`src/rtl/lis_pkg.sv`:
```
package lis_pkg;

  localparam int DATA_W = 16;

  typedef enum logic [1:0] {
    SRC_CH1  = 2'd0,
    SRC_CH2  = 2'd1,
    SRC_DIFF = 2'd2,
    SRC_IDLE = 2'd3
  } src_e;

  // Internal window length in cycles: 2^(16 - 4*width)
  function automatic logic [16:0] win_cycles(input logic [1:0] w);
    logic [4:0] sh;
    sh = 5'd16 - {1'b0, w, 2'b00};
    return 17'd1 << sh;
  endfunction

  // Clamp a 17-bit count to 16 bits
  function automatic logic [15:0] sat16(input logic [16:0] v);
    return v[16] ? 16'hFFFF : v[15:0];
  endfunction

  // Signed 15-bit clamped difference, sign-extended to 16 bits
  function automatic logic [15:0] diff15(input logic [15:0] a, input logic [15:0] b);
    logic signed [17:0] d;
    d = $signed({2'b00, a}) - $signed({2'b00, b});
    if (d > 18'sd16383)       return 16'h3FFF;
    else if (d < -18'sd16384) return 16'hC000;
    else                      return d[15:0];
  endfunction

endpackage

```
`src/rtl/lis_cycle_timer.sv`:
```
module lis_cycle_timer #(
  parameter int W = 16
) (
  input  logic         clk,
  input  logic         rst_n,
  input  logic         clr,
  input  logic         inc,
  output logic [W-1:0] cnt,
  output logic         at_max
);

  assign at_max = (cnt == {W{1'b1}});

  always_ff @(posedge clk or negedge rst_n) begin
    if (!rst_n)               cnt <= '0;
    else if (clr)             cnt <= '0;
    else if (inc && !at_max)  cnt <= cnt + 1'b1;
  end

  AST_CNT_SATURATES: assert property (@(posedge clk) disable iff (!rst_n)
    (at_max && inc && !clr) |=> at_max);
  AST_CNT_CLEARS: assert property (@(posedge clk) disable iff (!rst_n)
    clr |=> (cnt == '0));

endmodule

```
`src/rtl/lis_pulse_acc.sv`:
```
module lis_pulse_acc #(
  parameter int W = 16
) (
  input  logic         clk,
  input  logic         rst_n,
  input  logic         clr,
  input  logic         add,
  input  logic         pulse,
  output logic [W-1:0] total
);

  logic [W-1:0] acc;
  logic         full;

  assign full  = (acc == {W{1'b1}});
  assign total = (full || !pulse) ? acc : acc + 1'b1;

  always_ff @(posedge clk or negedge rst_n) begin
    if (!rst_n)     acc <= '0;
    else if (clr)   acc <= '0;
    else if (add)   acc <= total;
  end

  AST_ACC_NO_WRAP: assert property (@(posedge clk) disable iff (!rst_n)
    (full && !clr) |=> full);

endmodule

```
`src/rtl/lis_capture.sv`:
```
module lis_capture #(
  parameter int W = 16
) (
  input  logic         clk,
  input  logic         rst_n,
  input  logic         cap,
  input  logic [W-1:0] res_in,
  input  logic [W-1:0] tim_in,
  output logic [W-1:0] result,
  output logic [W-1:0] timer,
  output logic         done
);

  always_ff @(posedge clk or negedge rst_n) begin
    if (!rst_n) begin
      result <= '0;
      timer  <= '0;
      done   <= 1'b0;
    end else begin
      done <= cap;
      if (cap) begin
        result <= res_in;
        timer  <= tim_in;
      end
    end
  end

  AST_OUT_HOLDS: assert property (@(posedge clk) disable iff (!rst_n)
    !cap |=> ($stable(result) && $stable(timer) && !done));

endmodule

```
`src/rtl/lis_seq_top.sv`:
```
module lis_seq_top
  import lis_pkg::*;
#(
  parameter int W = DATA_W
) (
  input  logic         clk,
  input  logic         rst_n,
  input  logic         cfg_enable,
  input  logic         cfg_pdown,
  input  logic         cfg_ext_timing,
  input  logic [1:0]   cfg_mode,
  input  logic [1:0]   cfg_width,
  input  logic         sync_strobe,
  input  logic         pulse_ch1,
  input  logic         pulse_ch2,
  output logic [W-1:0] result,
  output logic [W-1:0] timer,
  output logic         done
);

  localparam int CFG_W = 5;

  src_e         src;
  logic [CFG_W-1:0] cfg_now, cfg_q;
  logic         running_q, armed_q, pass_q;
  logic [W-1:0] first_q;
  logic         active, restart, start_ext, win_open, win_end, capture;
  logic         tick_end, pulse_sel, cnt_clr, cyc_max;
  logic [W-1:0] cyc_cnt, pass_total, cap_val, tim_val;
  logic [16:0]  win_len;

  assign src     = src_e'(cfg_mode);
  assign cfg_now = {cfg_ext_timing, cfg_mode, cfg_width};
  assign active  = cfg_enable && !cfg_pdown && (src != SRC_IDLE);
  assign restart = active && (!running_q || (cfg_now != cfg_q));

  assign start_ext = active && !restart && cfg_ext_timing && sync_strobe && !armed_q;
  assign win_open  = active && !restart && (!cfg_ext_timing || armed_q);

  assign win_len  = win_cycles(cfg_width) - 17'd1;
  assign tick_end = cfg_ext_timing ? sync_strobe : (cyc_cnt == win_len[W-1:0]);
  assign win_end  = win_open && tick_end;
  assign cnt_clr  = !active || restart || start_ext || win_end;

  always_comb begin
    case (src)
      SRC_CH1:  pulse_sel = pulse_ch1;
      SRC_CH2:  pulse_sel = pulse_ch2;
      SRC_DIFF: pulse_sel = pass_q ? pulse_ch2 : pulse_ch1;
      default:  pulse_sel = 1'b0;
    endcase
  end

  lis_cycle_timer #(.W(W)) u_timer (
    .clk    (clk),
    .rst_n  (rst_n),
    .clr    (cnt_clr),
    .inc    (win_open),
    .cnt    (cyc_cnt),
    .at_max (cyc_max)
  );

  lis_pulse_acc #(.W(W)) u_acc (
    .clk   (clk),
    .rst_n (rst_n),
    .clr   (cnt_clr),
    .add   (win_open),
    .pulse (pulse_sel),
    .total (pass_total)
  );

  assign capture = win_end && ((src != SRC_DIFF) || pass_q);
  assign cap_val = (src == SRC_DIFF) ? diff15(first_q, pass_total) : pass_total;
  assign tim_val = cyc_max ? {W{1'b1}} : cyc_cnt + 1'b1;

  always_ff @(posedge clk or negedge rst_n) begin
    if (!rst_n) begin
      running_q <= 1'b0;
      cfg_q     <= '0;
      armed_q   <= 1'b0;
      pass_q    <= 1'b0;
      first_q   <= '0;
    end else begin
      running_q <= active;
      cfg_q     <= cfg_now;
      if (!active || restart)   armed_q <= 1'b0;
      else if (start_ext)       armed_q <= 1'b1;
      if (!active || restart)   pass_q <= 1'b0;
      else if (win_end && src == SRC_DIFF) pass_q <= !pass_q;
      if (win_end && !pass_q && src == SRC_DIFF) first_q <= pass_total;
    end
  end

  lis_capture #(.W(W)) u_cap (
    .clk    (clk),
    .rst_n  (rst_n),
    .cap    (capture),
    .res_in (cap_val),
    .tim_in (tim_val),
    .result (result),
    .timer  (timer),
    .done   (done)
  );

  AST_INT_TIMER_LEN: assert property (@(posedge clk) disable iff (!rst_n)
    (done && !$past(cfg_ext_timing)) |-> (timer == sat16(win_cycles($past(cfg_width)))));
  AST_FIRST_PASS_SILENT: assert property (@(posedge clk) disable iff (!rst_n)
    (win_end && !pass_q && src == SRC_DIFF) |=> !done);
  AST_DIFF_SIGN_EXT: assert property (@(posedge clk) disable iff (!rst_n)
    (done && $past(cfg_mode) == 2'd2) |-> (result[15] == result[14]));
  AST_INACTIVE_QUIET: assert property (@(posedge clk) disable iff (!rst_n)
    (!cfg_enable || cfg_pdown) |=> !done);
  AST_IDLE_MODE: assert property (@(posedge clk) disable iff (!rst_n)
    (cfg_mode == 2'd3) |=> !done);
  AST_RESTART_ZERO: assert property (@(posedge clk) disable iff (!rst_n)
    restart |=> (cyc_cnt == '0 && !done));

endmodule

```
`config.mk`:
```
export PLATFORM = sky130hd
export DESIGN_NAME = lis_seq_top
export DESIGN_NICKNAME = d
export VERILOG_FILES = /design/src/rtl/lis_pkg.sv /design/src/rtl/lis_cycle_timer.sv /design/src/rtl/lis_pulse_acc.sv /design/src/rtl/lis_capture.sv /design/src/rtl/lis_seq_top.sv
export SDC_FILE = /design/constraint.sdc
export NUM_CORES = 1
export LEC_CHECK = 0
export BUFFER_PORTS_ARGS = -buffer_cell sky130_fd_sc_hd__buf_4
export CAP_MARGIN = 20
export CORE_UTILIZATION = 61
export CTS_CLUSTER_DIAMETER = 80
export CTS_CLUSTER_SIZE = 40
export DETAILED_ROUTE_END_ITERATION = 12
export GPL_TIMING_DRIVEN = 0
export PLACE_DENSITY = 0.82
export SYNTH_ARGS = -nofsm -noshare
export SYNTH_HDL_FRONTEND = slang
export SYNTH_SLANG_ARGS = --single-unit
```
`constraint.sdc`:
```
create_clock -name clk -period 5.55 [get_ports clk]
set_input_delay 1.11 -clock clk [delete_from_list [all_inputs] [get_ports clk]]
set_output_delay 1.11 -clock clk [all_outputs]
set_load 0.02 [all_outputs]
```
==> flow_summary.json, run 1 <==
{
  "status": "complete, but fails checks",
  "violations": "DRC",
  "drive_above_1_share": 0.157,
  "synth-compound-area-share": 0.167,
  "rr_worst_depth": 20,
  "cp.arrival_ns": 5.72,
  "syn_nets": 648,
  "grt_usage": 0.292,
  "power.leakage_nw": 2.72,
  "whs_path_depth": 1,
  "gr-total-overflow": 0,
  "drv_slew": 0,
  "slowest_delay_ns": 0.44,
  "numCtsBuffers": 9,
  "wirelength_met1_um": 6520,
  "drt.antenna.violating_nets": 0,
  "synthSimpleGateAreaFrac": 0.236,
  "gp_congestion": 0.960,
  "synthAdderAreaFrac": 0.0396,
  "synth-edff-count": 0,
  "vias": 4854,
  "routed.top_layer": "met4",
  "tightestPinTransition_ns": 0.857,
  "ys_types": 69,
  "fin_crit_sh": 0.978,
  "p_per_area_nw_per_um2": 183,
  "initial_core_util": 0.639,
  "cts-root-buf": "clkbuf_8",
  "final_nets": 709,
  "cts_sinks": 89,
  "hp-class": "register to register",
  "path_buf_inv": 4,
  "met2_length_um": 5850,
  "post-place-ws_ns": -0.666,
  "seq_area_frac_synth": 0.396,
  "worst-path-max-fanout": 10,
  "avgSynthCellArea_um2": 9.03,
  "multiInputGateArea_um2": 3210,
  "rows": 34,
  "setup_ws_ns": 0.125,
  "synth_cells": 623,
  "critPathTopFamily": "compound AO/OA/AOI/OAI gates",
  "grt_max_degree": 90,
  "met3WireLength_um": 862,
  "cts_tree": "built",
  "final-seq-area_um2": 2230,
  "path_class": "input port to register",
  "final_util": 0.724,
  "cp.required_ns": 5.85,
  "p_total_mw": 1.17,
  "htreeDepth": 3,
  "vias_per_cell": 6.09,
  "synth_area_um2": 5620,
  "peakVddDrop_v": 0.000167,
  "grt_pass1_wl_um": 22100,
  "clkTransAtPathRegs_ns": 0.09,
  "grt_antenna_before_repair": 0,
  "ys_seq_elements": 89,
  "die_area_um2": 9610,
  "boundaryPins": 45,
  "synth-main-ff-cell": "dfrtp_1",
  "routedWlPerCell_um": 16.9,
  "synth_xor_area_frac": 0.114,
  "drtIter0Drc": 440,
  "fmax_mhz": 184,
  "max_cap_viol_count": 0,
  "synth_top_family_by_area": "simple AND/OR/NAND/NOR gates",
  "setup_viol": 0,
  "cts_max_path_buffers": 2,
  "min_to": "u_cap.result[15]",
  "hp-start": "u_cap.result[15]",
  "antenna_cells": 0,
  "grt_pass1_vias": 4467,
  "drtPass1Iterations": 9,
  "crit_path_start_kind": "input port",
  "die_h_um": 98.0,
  "drc": 3,
  "wirelength_um": 13500,
  "whs_ns": 0.499,
  "synth_warnings": 0,
  "synthMuxAreaShare": 0.00890,
  "critPathSlowestCell": "fa_1",
  "ff2ff_setup_slack_ns": 0.29,
  "portBuffers": 44,
  "fp.coreArea_um2": 8810,
  "r2r-start": "u_acc.acc[0]",
  "skew_ns": 0.0156,
  "fillers": 667,
  "path_cells": "buf_4, and2_1, o211a_1, buf_2, nor2_4, mux2i_4, inv_1, fa_1, nor2b_1, o21a_1, nand2b_1, a31oi_1, maj3_2, o311ai_4, o31ai_1, o211ai_2, a2111oi_1, a211o_2, buf_6, a21oi_2",
  "synthArstFlopShare": 1.00,
  "dp_hpwl_um": 10000,
  "endpoint_kind": "register",
  "relSlewSlack": 0.421,
  "min_period_ns": 5.43,
  "die_w_um": 98.0,
  "r2r-end": "u_cap.result[12]",
  "final_hold_viol_count": 0,
  "clock_latency_ns": 0.37,
  "syn_to_final_growth_pct": 13.4
}
[cells in the mapped netlist (3+ instances only)]
master / count / share of area
dfrtp_1: 89 / 0.40
nor2_1: 86 / 0.057
nand3_1: 47 / 0.042
nand2_1: 37 / 0.025
xnor2_1: 37 / 0.058
xor2_1: 31 / 0.048
a21oi_1: 27 / 0.024
o21ai_0: 25 / 0.022
a31oi_1: 19 / 0.021
inv_1: 19 / 0.013
clkbuf_1: 18 / 0.012
and3_1: 13 / 0.014
ha_1: 12 / 0.027
nor3_1: 10 / 0.0089
a21oi_2: 8 / 0.012
nand4_1: 8 / 0.0089
a211oi_1: 7 / 0.0093
and2_1: 7 / 0.0078
buf_2: 7 / 0.0062
o211ai_1: 7 / 0.0093
a211o_1: 6 / 0.0093
or3_1: 6 / 0.0067
a21o_1: 5 / 0.0067
mux2i_1: 5 / 0.0089
nand2b_1: 5 / 0.0056
nand3b_1: 5 / 0.0067
nor4_1: 5 / 0.0056
o21a_1: 5 / 0.0067
o31ai_1: 5 / 0.0067
nand4b_1: 4 / 0.0062
nor2b_1: 4 / 0.0044
a2111oi_0: 3 / 0.0047
buf_1: 3 / 0.0020
maj3_1: 3 / 0.0053
[placed cells by master (no fill, tap or decap), types with 9 or more instances in the layout]
cell,netlist,routed
a21oi_1,27,27
a31oi_1,19,19
and3_1,13,13
buf_4,0,49
clkbuf_1,18,18
clkbuf_8,0,9
dfrtp_1,89,89
ha_1,12,12
inv_1,19,19
nand2_1,37,37
nand3_1,47,47
nor2_1,86,85
nor3_1,10,10
o21ai_0,25,25
xnor2_1,37,36
xor2_1,31,31
[worst register-to-register path, cell delays in order, from the launching register on]
cell	delay, ns
dfrtp_1	0.46
ha_1	0.27
nand3_1	0.19
nor4_4	0.50
nor2_4	0.16
xnor2_2	0.28
inv_1	0.11
ha_1	0.21
fa_1	0.41
nor2b_1	0.18
o21a_1	0.18
nand2b_1	0.16
a31oi_1	0.11
maj3_2	0.39
o311ai_4	0.34
o31ai_1	0.15
o211ai_2	0.25
a2111oi_1	0.11
a211o_2	0.43
buf_6	0.19
a21oi_2	0.13
[layout make-up]
type,count,area share
Buffer,31,0.0222
Clock buffer,9,0.0194
Clock inverter,7,0.0102
Inverter,20,0.0118
Multi-Input combinational cell,483,0.504
Sequential cell,89,0.349
Tap cell,108,0.0212
Timing Repair Buffer,50,0.0620
[cell families (layout without fill, tap and decap cells)]
family,after synthesis,after routing
simple gates,256,256
compound gates,134,134
flops,89,89
xor+xnor,70,70
buf+inv,51,117
fa+ha+maj,18,18
mux,5,5
[report_power, final]
group | internal, mW | total (mW) | leakage, nW | switching (mW)
Sequential | 0.653 | 0.655 | 1.19 | 0.00251
Combinational | 0.0276 | 0.0756 | 1.43 | 0.0480
Clock | 0.171 | 0.436 | 0.0905 | 0.265
Total | 0.852 | 1.17 | 2.72 | 0.315
[per-stage QoR]
stage	TNS (ns)	cells	area, um^2
4_1_cts	0	791	6300
3_3_place_gp	-6.70	775	6090
3_5_place_dp	-8.86	775	6090
2_1_floorplan	0	623	5620
6_report	0	797	6370
5_1_grt	-0.632	797	6370
[worst max path at each step]
stage                     cells after the start  slack, ns   startpoint          endpoint
final                                        20       0.12  cfg_mode[1]  u_cap.result[12]
after floorplan                              19       0.32  cfg_mode[1]  u_cap.result[10]
after CTS                                    21       0.04  cfg_mode[1]  u_cap.result[10]
after detailed placement                     20      -0.67  cfg_mode[1]  u_cap.result[12]
after global routing                         20      -0.08  cfg_mode[1]  u_cap.result[12]
after global placement                       19      -0.50  cfg_mode[1]  u_cap.result[12]
[layer usage]
metal / up-vias / global-route usage
li1: 2345 / -
met1: 2302 / 0.452
met2: 184 / 0.425
met3: 23 / 0.0451
met4: 0 / 0.0781
met5: - / 0
[what timing repair did]
action,in CTS,in global routing
hold buffers,0,0
gates resized for setup,5,1
buffers inserted,0,5
hold endpoints to repair,0,0
endpoints found under the setup margin,14,14
pin swaps,0,3
[sequential cells by signal, summed over array words and instances, names as in the netlist]
signal,count
cfg_q,5
u_cap.timer,16
first_q,16
u_timer.cnt,16
running_q,1
u_cap.result,16
pass_q,1
u_acc.acc,16
armed_q,1
u_cap.done,1
Power figures use the tool's default switching activity.
==> run 2, diff against run 1 <==
Settings changed: CORE_UTILIZATION 61 to 55, PLACE_DENSITY 0.82 to 0.78.
Clock period 5.55 ns to 4.8 ns, I/O delays scaled along.
==> flow_summary.json, run 2 (synthesis gave the netlist of run 1 again) <==
{
  "drc": 0,
  "critPathSlowestCell": "a211o_2",
  "tns_ns": 0,
  "mostFrequentLayoutCells": "dfrtp_1, nor2_1, buf_4",
  "path_buf_inv": 4,
  "portBuffers": 44,
  "drtPass1Iterations": 6,
  "final_nets": 730,
  "rows": 36,
  "fillers": 784,
  "p_per_area_nw_per_um2": 200,
  "path_class": "input port to register",
  "relSlewSlack": 0.401,
  "grt_pass1_vias": 4534,
  "grt_antenna_before_repair": 0,
  "clkTransAtPathRegs_ns": 0.09,
  "initial_core_util": 0.573,
  "numCtsBuffers": 9,
  "drt.antenna.violating_nets": 0,
  "crit_path_start_kind": "input port",
  "rsz0062_at_grt": "true",
  "fmax_mhz": 210,
  "cp_common_cell": "buf_8",
  "wirelength_um": 14400,
  "cts-root-buf": "clkbuf_8",
  "tightestPinTransition_ns": 0.899,
  "routedWlPerCell_um": 17.1,
  "grt_max_degree": 90,
  "grt_pass1_wl_um": 22800,
  "cts_sinks": 89,
  "post-place-ws_ns": -0.957,
  "dp_hpwl_um": 10300,
  "gr-total-overflow": 0,
  "skew_ns": 0.00943,
  "gr-max-usage-layer": "met2",
  "critPathTopFamily": "compound AO/OA/AOI/OAI gates",
  "peakVddDrop_v": 0.000199,
  "cp.required_ns": 5.09,
  "fin_crit_sh": 0.991,
  "drtIter0Drc": 226,
  "hp-class": "input port to async pin",
  "syn_to_final_growth_pct": 20.7,
  "vias": 5005,
  "status": "complete, no violations",
  "path_cells": "buf_12, and2_4, o211a_4, buf_8, nor2_4, xnor2_2, inv_2, ha_4, fa_2, nor2b_1, o21a_1, nand2b_4, a31oi_4, maj3_2, o311ai_4, a211oi_2, o211ai_2, a2111oi_2, a211o_2, buf_8, a21oi_2",
  "cp.arrival_ns": 5.05,
  "final_common_cell": "dfrtp_1",
  "min_period_ns": 4.76,
  "cts_max_path_buffers": 2,
  "die_w_um": 103,
  "grtUsageMet2": 0.432,
  "htreeDepth": 3,
  "slowest_delay_ns": 0.43,
  "clock_latency_ns": 0.37,
  "p_total_mw": 1.36,
  "met1_usage": 0.410,
  "setup_viol": 0,
  "antenna_cells": 0,
  "use_met3": 0.0386,
  "setup_ws_ns": 0.0443,
  "gp_congestion": 0.924,
  "drive_above_1_share": 0.217,
  "drv_slew": 0,
  "final_hold_viol_count": 0,
  "vias_per_cell": 5.94,
  "max_cap_viol_count": 0,
  "cts_tree": "built",
  "fp.coreArea_um2": 9820,
  "boundaryPins": 45,
  "grt_usage": 0.282,
  "endpoint_kind": "register",
  "worst-path-max-fanout": 6,
  "power.leakage_nw": 2.85,
  "die_h_um": 103,
  "die_area_um2": 10600,
  "hold_buffers": 0
}
-- run 2: per-layer routing --
metal | vias to the layer above | wire length (um)
met4 | 0 | 286
li1 | 2380 | -
met1 | 2423 | 6840
met5 | - | 0
met3 | 25 | 766
met2 | 177 | 6510
-- run 2: cell type report --
cell class | count | area, um^2 | area share
plain buffers | 31 | 160 | 0.0236
clock buffers | 10 | 128 | 0.0188
clock inverters | 6 | 51.3 | 0.00756
inverters | 20 | 75.1 | 0.0111
multi-input cells | 483 | 3370 | 0.497
flip-flops and latches | 89 | 2230 | 0.328
well taps | 133 | 166 | 0.0245
repair buffers | 71 | 607 | 0.0894
-- run 2: what timing repair did --
| action | CTS | global route |
|---|---|---|
| gates resized for setup | 26 | 24 |
| buffers inserted | 16 | 9 |
| endpoints found under the setup margin | 14 | 14 |
| pin swaps | 13 | 21 |
| gates cloned | 1 | 0 |
-- run 2: per-stage QoR --
stage          std cells   util  hold WS [ns]  instance area, um^2
2_1_floorplan        623      -         0.476                 5630
3_3_place_gp         800  0.624         0.480                 6130
3_5_place_dp         800  0.624         0.491                 6130
4_1_cts              833  0.671         0.513                 6590
5_1_grt              843  0.691         0.444                 6790
6_report             843  0.691         0.442                 6790
-- run 2: final timing paths --
check	start	end	cells after the start	slack, ns
worst max-delay path	cfg_mode[1]	u_cap.result[4]	21	0.04
worst min register to register	u_cap.result[15]	u_cap.result[15]	1	0.50
max in group asynchronous	rst_n	cfg_q[2]	2	3.73
min in group clk	u_cap.result[15]	u_cap.result[15]	1	0.50
worst min-delay path	rst_n	u_cap.result[12]	1	0.44
worst max register to register	u_acc.acc[3]	u_cap.result[4]	19	0.16
-- run 2: worst register-to-register path, stage by stage (launching register included) --
cell and delay [ns]:
dfrtp_1 0.51, nand4_2 0.27, nor4_4 0.37, nor2_4 0.12, xnor2_2 0.24, inv_2 0.09
ha_4 0.17, fa_2 0.36, nor2b_1 0.13, o21a_1 0.16, nand2b_4 0.15, a31oi_4 0.07
maj3_2 0.37, o311ai_4 0.36, a211oi_2 0.14, o211ai_2 0.25, a2111oi_2 0.11, a211o_2 0.43
buf_8 0.16, a21oi_2 0.14
-- run 2: where the power goes --
group	total, mW	internal [mW]	switching [mW]
Combinational	0.108	0.0456	0.0624
Sequential	0.758	0.755	0.00297
Clock	0.493	0.196	0.297
==> run 3, diff against run 2 <==
Settings changed: CORE_ASPECT_RATIO set to 0.75.
==> flow_summary.json, run 3 (synthesis gave the netlist of run 1 again) <==
{
  "vias": 5075,
  "routedWlPerCell_um": 18.4,
  "cp.required_ns": 5.08,
  "worst-path-max-fanout": 6,
  "r2r-end": "u_cap.result[8]",
  "rsz0062_at_grt": "true",
  "critPathSlowestCell": "a311o_1",
  "rr_worst_depth": 19,
  "ff2ff_setup_slack_ns": 0.08,
  "fmax_mhz": 202,
  "gp_congestion": 0.914,
  "setup_ws_ns": -0.150,
  "syn_to_final_growth_pct": 22.6,
  "clock_latency_ns": 0.35,
  "endpoint_kind": "register",
  "startpoint": "cfg_mode[0]",
  "final_nets": 729,
  "tns_ns": -0.823,
  "fillers": 757,
  "fin_cells": 840,
  "crit_path_start_kind": "input port",
  "placed_cells": 799,
  "cts_tree": "built",
  "cts_sinks": 89,
  "violations": "setup timing",
  "tightestPinTransition_ns": 0.868,
  "final_hold_viol_count": 0,
  "initial_core_util": 0.575,
  "cts_max_path_buffers": 2,
  "hp-start": "u_cap.result[15]",
  "worstSetupEndpoint": "u_cap.result[8]",
  "post-place-ws_ns": -0.883,
  "p_per_area_nw_per_um2": 237,
  "drv_slew": 0,
  "cts-root-buf": "clkbuf_16",
  "numCtsBuffers": 9,
  "vias_per_cell": 6.04,
  "critPathTopFamily": "compound AO/OA/AOI/OAI gates",
  "path_cells": "buf_8, nand4b_1, o211a_4, buf_8, nor2_4, mux2i_4, buf_4, ha_1, nor2b_1, o2111ai_1, nand3_1, a21o_1, a311o_1, a31oi_2, a21oi_1, nor3_2, mux2i_2, buf_4, nand4b_1, a21oi_4",
  "wirelength_um": 15500,
  "drtIter0Drc": 433,
  "gr-total-overflow": 0,
  "final_common_cell": "dfrtp_1",
  "dp_hpwl_um": 10700,
  "portBuffers": 44,
  "power.leakage_nw": 2.91,
  "drt.antenna.violating_nets": 0,
  "path_class": "input port to register",
  "setup_viol": 14,
  "cp.arrival_ns": 5.23,
  "fin_crit_sh": 1.03,
  "grt_pass1_wl_um": 24300,
  "grt_antenna_before_repair": 0,
  "r2r-start": "pass_q",
  "grt_usage": 0.299,
  "cp.depth": 20,
  "drive_above_1_share": 0.216,
  "drc": 0,
  "hold_buffers": 0,
  "path_buf_inv": 4,
  "die_w_um": 119,
  "rows": 31,
  "die_h_um": 89.6,
  "grt_max_degree": 90,
  "peakVddDrop_v": 0.000170,
  "antenna_cells": 0,
  "status": "complete, but fails checks",
  "skew_ns": 0.00729,
  "p_total_mw": 1.64,
  "clkTransAtPathRegs_ns": 0.07,
  "max_cap_viol_count": 0,
  "min_period_ns": 4.95,
  "boundaryPins": 45,
  "drtPass1Iterations": 5,
  "hp-class": "register to register",
  "mostFrequentLayoutCells": "dfrtp_1, nor2_1, buf_4",
  "die_area_um2": 10600,
  "relSlewSlack": 0.413,
  "grt_pass1_vias": 4759,
  "htreeDepth": 3,
  "fp.coreArea_um2": 9770,
  "slowest_delay_ns": 0.42
}
==> run 3: cell count changes in the layout (fill, tap and decap cells not counted), moves of 2 or more <==
cell / change
clkbuf_16: +9
ha_2: +2
a31oi_2: +2
buf_4: -3
buf_6: +3
clkinvlp_4: -3
clkbuf_8: -8
bufinv_16: +2
clkinv_4: +2
a31oi_4: -3
inv_6: -2
==> run 3: layer usage <==
layer,track usage,up-vias,wire length (um)
met2,0.441,246,6550
met4,0.104,0,314
met5,0,-,0
met1,0.435,2411,7350
li1,-,2380,-
met3,0.0676,38,1260
==> run 3: through the flow <==
stage | area (um^2) | hold slack, ns | util
4_1_cts | 6760 | 0.515 | 0.692
3_3_place_gp | 6130 | 0.477 | 0.627
3_5_place_dp | 6130 | 0.500 | 0.627
2_1_floorplan | 5630 | 0.476 | -
6_report | 6900 | 0.506 | 0.705
5_1_grt | 6900 | 0.527 | 0.705
==> run 3: where the power goes <==
group | total [mW] | switching (mW) | internal [mW]
Clock | 0.769 | 0.300 | 0.470
Sequential | 0.759 | 0.00309 | 0.756
Combinational | 0.109 | 0.0632 | 0.0458
==> run 3: how the worst min path moves through the flow <==
stage | endpoint | depth (start not counted)
after floorplan | armed_q | 2
after global placement | u_cap.result[15] | 1
after detailed placement | u_cap.result[15] | 1
after CTS | u_cap.result[15] | 1
after global routing | u_cap.result[14] | 1
final | u_cap.result[15] | 1
==> run 3: final cells by class <==
cell class / instances / area [um^2] / area share
flip-flops and latches: 89 / 2230 / 0.323
clock buffers: 11 / 243 / 0.0352
clock inverters: 4 / 77.6 / 0.0113
multi-input cells: 483 / 3350 / 0.486
well taps: 132 / 165 / 0.0240
plain buffers: 31 / 173 / 0.0250
repair buffers: 70 / 583 / 0.0846
inverters: 20 / 75.1 / 0.0109
==> run 3: timing repair <==
item	CTS	global route
setup buffers	21	2
endpoints found under the setup margin	14	14
pin swaps	16	6
gates resized for setup	30	22
hold endpoints to repair	0	0
cloned	1	1
